<file path="src/rtl/pmu_pkg.sv">
package pmu_pkg;
  localparam int NUM_CTR = 2;
  localparam int LANE_W  = 8;
  localparam int BUS_W   = 32;

  typedef enum logic [1:0] {
    ADDR_CFG  = 2'd0,
    ADDR_CTRL = 2'd1,
    ADDR_CNT0 = 2'd2,
    ADDR_CNT1 = 2'd3
  } reg_addr_e;

  localparam int CTRL_RUN  = 0;
  localparam int CTRL_SNAP = 1;
  localparam int CTRL_CLR  = 2;
endpackage

</file>
<file path="src/rtl/pmu_evt_sel.sv">
module pmu_evt_sel #(
  parameter int NUM_EVT = 128,
  localparam int SEL_W  = $clog2(NUM_EVT)
) (
  input  logic [NUM_EVT-1:0] events_i,
  input  logic [SEL_W-1:0]   sel_i,
  output logic               hit_o
);
  // code 0 is reserved for "no event"
  assign hit_o = (sel_i != '0) && events_i[sel_i];
endmodule

</file>
<file path="src/rtl/pmu_counter.sv">
module pmu_counter #(
  parameter int CNT_W = 40
) (
  input  logic             clk_i,
  input  logic             rst_ni,
  input  logic             run_i,
  input  logic             clr_i,
  input  logic             snap_i,
  input  logic             hit_i,
  output logic [CNT_W-1:0] shadow_o
);
  logic [CNT_W-1:0] cnt_q;
  logic [CNT_W-1:0] shadow_q;

  always_ff @(posedge clk_i or negedge rst_ni) begin
    if (!rst_ni)              cnt_q <= '0;
    else if (clr_i)           cnt_q <= '0;
    else if (run_i && hit_i)  cnt_q <= cnt_q + 1'b1;
  end

  always_ff @(posedge clk_i or negedge rst_ni) begin
    if (!rst_ni)     shadow_q <= '0;
    else if (snap_i) shadow_q <= cnt_q;
  end

  assign shadow_o = shadow_q;


  hold_when_stopped_chk: assert property (@(posedge clk_i) disable iff (!rst_ni)
    (!run_i && !clr_i) |=> cnt_q == $past(cnt_q));

  clear_zeroes_chk: assert property (@(posedge clk_i) disable iff (!rst_ni)
    clr_i |=> cnt_q == '0);

  step_by_one_chk: assert property (@(posedge clk_i) disable iff (!rst_ni)
    (run_i && hit_i && !clr_i) |=> cnt_q == CNT_W'($past(cnt_q) + 1'b1));

  capture_live_chk: assert property (@(posedge clk_i) disable iff (!rst_ni)
    snap_i |=> shadow_q == $past(cnt_q));

  shadow_stable_chk: assert property (@(posedge clk_i) disable iff (!rst_ni)
    !snap_i |=> $stable(shadow_q));
endmodule

</file>
<file path="src/rtl/pmu_dual_counter.sv">
module pmu_dual_counter
  import pmu_pkg::*;
#(
  parameter int NUM_EVT = 128,
  parameter int CNT_W   = 40,
  parameter int LO_W    = 32,
  localparam int SEL_W  = $clog2(NUM_EVT),
  localparam int UP_W   = CNT_W - LO_W
) (
  input  logic               clk_i,
  input  logic               rst_ni,
  input  logic [NUM_EVT-1:0] events_i,
  input  logic               wr_en_i,
  input  logic               rd_en_i,
  input  logic [1:0]         addr_i,
  input  logic [31:0]        wdata_i,
  output logic [31:0]        rdata_o
);
  logic [SEL_W-1:0] sel_q [NUM_CTR];
  logic             run_q;
  logic [CNT_W-1:0] shadow [NUM_CTR];
  logic             wr_cfg, wr_ctrl, clr, snap;
  logic [31:0]      cfg_word, rd_d, rdata_q;

  assign wr_cfg  = wr_en_i && (addr_i == ADDR_CFG);
  assign wr_ctrl = wr_en_i && (addr_i == ADDR_CTRL);
  assign clr     = wr_ctrl && wdata_i[CTRL_CLR];
  assign snap    = wr_ctrl && wdata_i[CTRL_SNAP];

  always_ff @(posedge clk_i or negedge rst_ni) begin
    if (!rst_ni)      run_q <= 1'b0;
    else if (wr_ctrl) run_q <= wdata_i[CTRL_RUN];
  end

  for (genvar g = 0; g < NUM_CTR; g++) begin : g_ctr
    logic hit;

    always_ff @(posedge clk_i or negedge rst_ni) begin
      if (!rst_ni)     sel_q[g] <= '0;
      else if (wr_cfg) sel_q[g] <= wdata_i[g*LANE_W +: SEL_W];
    end

    pmu_evt_sel #(.NUM_EVT(NUM_EVT)) u_sel (
      .events_i (events_i),
      .sel_i    (sel_q[g]),
      .hit_o    (hit)
    );

    pmu_counter #(.CNT_W(CNT_W)) u_cnt (
      .clk_i    (clk_i),
      .rst_ni   (rst_ni),
      .run_i    (run_q),
      .clr_i    (clr),
      .snap_i   (snap),
      .hit_i    (hit),
      .shadow_o (shadow[g])
    );
  end

  always_comb begin
    cfg_word = '0;
    for (int g = 0; g < NUM_CTR; g++) begin
      cfg_word[g*LANE_W +: SEL_W]             = sel_q[g];
      cfg_word[(g+NUM_CTR)*LANE_W +: UP_W]    = shadow[g][CNT_W-1:LO_W];
    end
  end

  always_comb begin
    unique case (addr_i)
      ADDR_CFG:  rd_d = cfg_word;
      ADDR_CTRL: rd_d = {31'd0, run_q};
      ADDR_CNT0: rd_d = 32'(shadow[0][LO_W-1:0]);
      default:   rd_d = 32'(shadow[1][LO_W-1:0]);
    endcase
  end

  always_ff @(posedge clk_i or negedge rst_ni) begin
    if (!rst_ni)      rdata_q <= '0;
    else if (rd_en_i) rdata_q <= rd_d;
  end

  assign rdata_o = rdata_q;

  logic unused_wdata;
  assign unused_wdata = ^{wdata_i[31:16], wdata_i[7], wdata_i[15], wdata_i[3]};


  rdata_hold_chk: assert property (@(posedge clk_i) disable iff (!rst_ni)
    !rd_en_i |=> $stable(rdata_o));

  run_follows_ctrl_chk: assert property (@(posedge clk_i) disable iff (!rst_ni)
    !wr_ctrl |=> run_q == $past(run_q));
endmodule

</file>
<file path="config.mk">
export PLATFORM = sky130hd
export DESIGN_NAME = pmu_dual_counter
export DESIGN_NICKNAME = d
export VERILOG_FILES = /design/src/rtl/pmu_pkg.sv /design/src/rtl/pmu_evt_sel.sv /design/src/rtl/pmu_counter.sv /design/src/rtl/pmu_dual_counter.sv
export SDC_FILE = /design/constraint.sdc
export NUM_CORES = 1
export LEC_CHECK = 0
export ABC_AREA = 1
export BUFFER_PORTS_ARGS = -buffer_cell sky130_fd_sc_hd__buf_4
export CAP_MARGIN = 20
export CELL_PAD_IN_SITES_DETAIL_PLACEMENT = 1
export CELL_PAD_IN_SITES_GLOBAL_PLACEMENT = 1
export CORE_MARGIN = 5
export CORE_UTILIZATION = 45
export CTS_CLUSTER_SIZE = 40
export DETAILED_ROUTE_END_ITERATION = 6
export GPL_ROUTABILITY_DRIVEN = 0
export PLACE_DENSITY_LB_ADDON = 0.1
export SLEW_MARGIN = 0
export SYNTH_ARGS = -nofsm -noshare
export SYNTH_HDL_FRONTEND = slang
export SYNTH_SLANG_ARGS = --single-unit
export TNS_END_PERCENT = 1
</file>
<file path="constraint.sdc">
create_clock -name clk_i -period 5.8 [get_ports clk_i]
set_input_delay 0.58 -clock clk_i [delete_from_list [all_inputs] [get_ports clk_i]]
set_output_delay 0.58 -clock clk_i [all_outputs]
set_load 0.01 [all_outputs]
</file>
==> results.md <==
* Initial core utilization at 45.6%
* RSZ-0062 raised after global routing: false
* Largest stage delay on the critical path at 0.99 ns
* Category of the worst setup path launch point: flop
* Hold violation total from the final report at 0
* Count of fill cells added during filler insertion at 3,941
* Final worst clock skew at 0.0296 ns
* Largest driver fanout on the critical path at 56
* Worst Hold Slack at 0.115 ns
* Maximum number of pins on one net before global-route repair at 121
* PostCTS Resize Cnt at 0
* Residual DRC count at 0
* Number of nets in the layout at 2,268
* Clock sink count at 207
* Post-CTS setup buffers at 0
* Number of library cell types mapped by synthesis at 38
* Maximum number of buffers from clock root to sink at 3
* Syn. warnings at 0
* Cell count after synthesis at 1,997
* Portion of netlist area occupied by mux cells at 1.67%
* Cell accounting for the most synthesized area: dfrtp_1
* Fraction of synthesis flops using an asynchronous set or reset pin at 100%
* Half-perimeter wire length after detailed placement at 36.3 mm
* Top Ports at 198
* Final sum of negative setup slack at 0 ns
* Antenna viol nets, final at 0
* Wire length of the first global-routing pass at 81.4 mm
* Number of clock buffers inserted by TritonCTS at 25
* Worst-margin pin slew at 1.08 ns
* Max-slew violation count at 0
* Area growth from synthesis to layout at 17.2%
* Largest delay share family, worst path: simple AND/OR/NAND/NOR gates
* Area share of the leading cell type in the synthesized netlist at 38.4%
* Clk slew on worst S/H paths at 0.06 ns
* Static leakage at 0.00757 uW
* Sequential fraction of the synthesis area at 38.4%
* Synthesized net count at 2,165
* Number of iterations in the first detailed-routing pass at 5
* Required time of the critical path at 6.22 ns
* Post-Synthesis Cell Area at 13,500 sq um
* Total buffers and inverters traversed by the critical path at 2
* Synth area leaders: dfrtp_1, nand2_1, nand3_1
* FF+latch count, synth at 207
* Area share of xor/xnor cells in the synthesized design at 4.48%
* Std cell rows at 63
* CTS tree: done
* Share of layout cells above drive strength 1 at 13.2%
* Max cap viols at 0
* Overall power of the completed layout at 5980 uW
* Combinational family with the most area after synthesis: simple AND/OR/NAND/NOR gates
* Number of global-route vias before repair at 14,865
* Std-Cell Core Area at 29,600 sq um
* Critical Path Sink Type: flop
* Simple logic cell fraction of the synthesized area at 35.5%
* Total grt overflow at 0
* Die Outline Area at 33,600 sq um
* CTS Root Buffer Type: clkbuf_16
* Ant diodes at 0
* Avg Vias per Cell at 5.60
* Mean Syn Cell Area at 6.76 sq um
* IR drop worst, VDD at 0.281 mV
* Post-synth EDFFs at 0
* Compound-cell area share of the yosys netlist at 10.4%
* Die boundary height at 183 um
* Cells traversed along the worst timing path: inv_2 > nand2_1 > nand3_1 > nand3_1 > nand2_1 > nor2_1 > nand2_1 > nand3_1 > nand3_1 > nand3_2 > buf_4 > nand2_2 > nand2_1 > nand2_1
* Most used DFF post-synth: dfrtp_1
* Horizontal die dimension at 183 um
* Overall Global Routing Usage at 29.9%
* Run status: completed
* DRT Wirelength at 50.8 mm
* Iteration-0 DRC count of the detailed router at 1,266
* Type of the setup path with the least slack: reg2reg
* Library cell contributing the largest single delay on the critical path: dfrtp_2
* Data arrival time of the critical path at 4.40 ns
* Final number of setup-violating endpoints at 0
* Post-route clock period utilization at 68.6%
* Dominant cell type by count on the critical path: nand2_1
* Ratio of total power to cell area at 378 nW/um^2
* Post-route non-filler standard cell count at 2,508
* Initial antenna violation count at 0
* Placed Cells at 2,463
* Path type of the worst min-delay path: in2async
* Post-synthesis adder-cell area fraction at 0.185%
* Min Clock Period, post-route at 3.98 ns
* Maximum achievable frequency at 251 MHz
* CTS H-tree depth at 1
* Post-cts hold buffer count at 0
* Clock latency on the worst-skew pair at 0.55 ns
* Worst rel slew slack at 27.8%
* Number of port buffers at 179
* Routed vias at 14,052
* WL/cell at 20.2 um
[cells in the final DEF (no fill, tap or decap), types with 4 or more instances in the layout]
cell	instances
o211ai_1	33
o21a_1	10
nand2_1	616
buf_4	188
nand2_2	5
o21ai_0	104
xnor2_1	14
nor3_1	33
a21oi_1	65
nor2_1	200
inv_2	8
bufinv_16	4
nand3_1	239
nand4_1	15
xor2_1	55
nor2_4	4
nor4_1	16
clkbuf_16	25
mux2_2	20
clkbuf_1	6
inv_1	183
dfrtp_1	205
o22ai_1	32
clkbuf_8	4
[worst paths after layout]
kind / from / cells past startpoint / slack, ns / end
min in group clk_i: rd_en_i / 3 / 0.25 / rdata_o[7]
min: rst_ni / 1 / 0.11 / rdata_o[8]
max: cfg_word[0] / 14 / 1.82 / g_ctr[0].u_cnt.cnt_q[23]
max in group asynchronous: rst_ni / 2 / 4.59 / g_ctr[0].u_cnt.cnt_q[31]
min reg2reg: rdata_o[21] / 2 / 0.49 / rdata_o[21]
max reg2reg: cfg_word[0] / 14 / 1.82 / g_ctr[0].u_cnt.cnt_q[23]
[flip-flops by register name, summed over array words and instances (netlist names)]
name                  count
g_ctr.u_cnt.shadow_o     80
run_q                     1
cfg_word                 14
g_ctr.u_cnt.cnt_q        80
rdata_o                  32
[final cells by class]
class | count | area, sq um | area share, %
repair buffers | 192 | 1490 | 9.43
well taps | 390 | 488 | 3.08
flip-flops and latches | 207 | 5180 | 32.7
multi-input cells | 1482 | 7070 | 44.7
clock inverters | 11 | 183 | 1.15
clock buffers | 34 | 689 | 4.36
inverters | 192 | 721 | 4.55
[through the flow]
stage	setup slack, ns	util, %	area [sq um]
2_1_floorplan	3.93	-	13500
3_3_place_gp	2.00	50.4	14900
3_5_place_dp	1.88	50.5	15000
4_1_cts	1.89	53.4	15800
5_1_grt	1.47	53.4	15800
6_report	1.82	53.4	15800
[cell families after synthesis]
group / count (synthesis)
xor+xnor: 69
flops: 207
buf+inv: 308
simple gates: 1142
compound gates: 249
fa+ha+maj: 2
mux: 20
[metal layers]
metal | part of all wire [%] | track usage (%) | wire [um] | vias to the layer above
met5 | 0 | 0 | 0 | -
met4 | 2.4 | 8.05 | 1220 | 0
met3 | 5.7 | 3.19 | 2900 | 77
met2 | 48 | 51.0 | 24400 | 411
met1 | 44 | 40.7 | 22300 | 6928
li1 | - | - | - | 6636
[synthesized netlist by cell type, types with 3 or more instances]
library cell  instances
nor4_1               16
mux2_2               20
buf_2                39
o21ai_0             104
nand4_1              15
o21a_1               10
nor2_1              202
dfrtp_1             207
nand3_1             239
nor3_1               33
nand2_1             616
a21oi_1              65
xor2_1               55
o211ai_1             33
nand2_2               5
nor3b_1               3
nand3_2               3
o22ai_1              32
xnor2_1              14
inv_2                 7
buf_4                14
inv_1               183
buf_1                 3
clkbuf_1             59
[worst register-to-register path, delay by kind of cell, from the launching register on]
kind          cells  cell delay, ns
simple gates     12            1.94
flops             1            0.99
buf+inv           2            0.96
[report_power, final]
part	switching, uW	internal [uW]
registers	624	1900
logic	1100	690
clock network	647	1020
total	2370	3610
No activity file was read; power rests on OpenSTA's default activity.
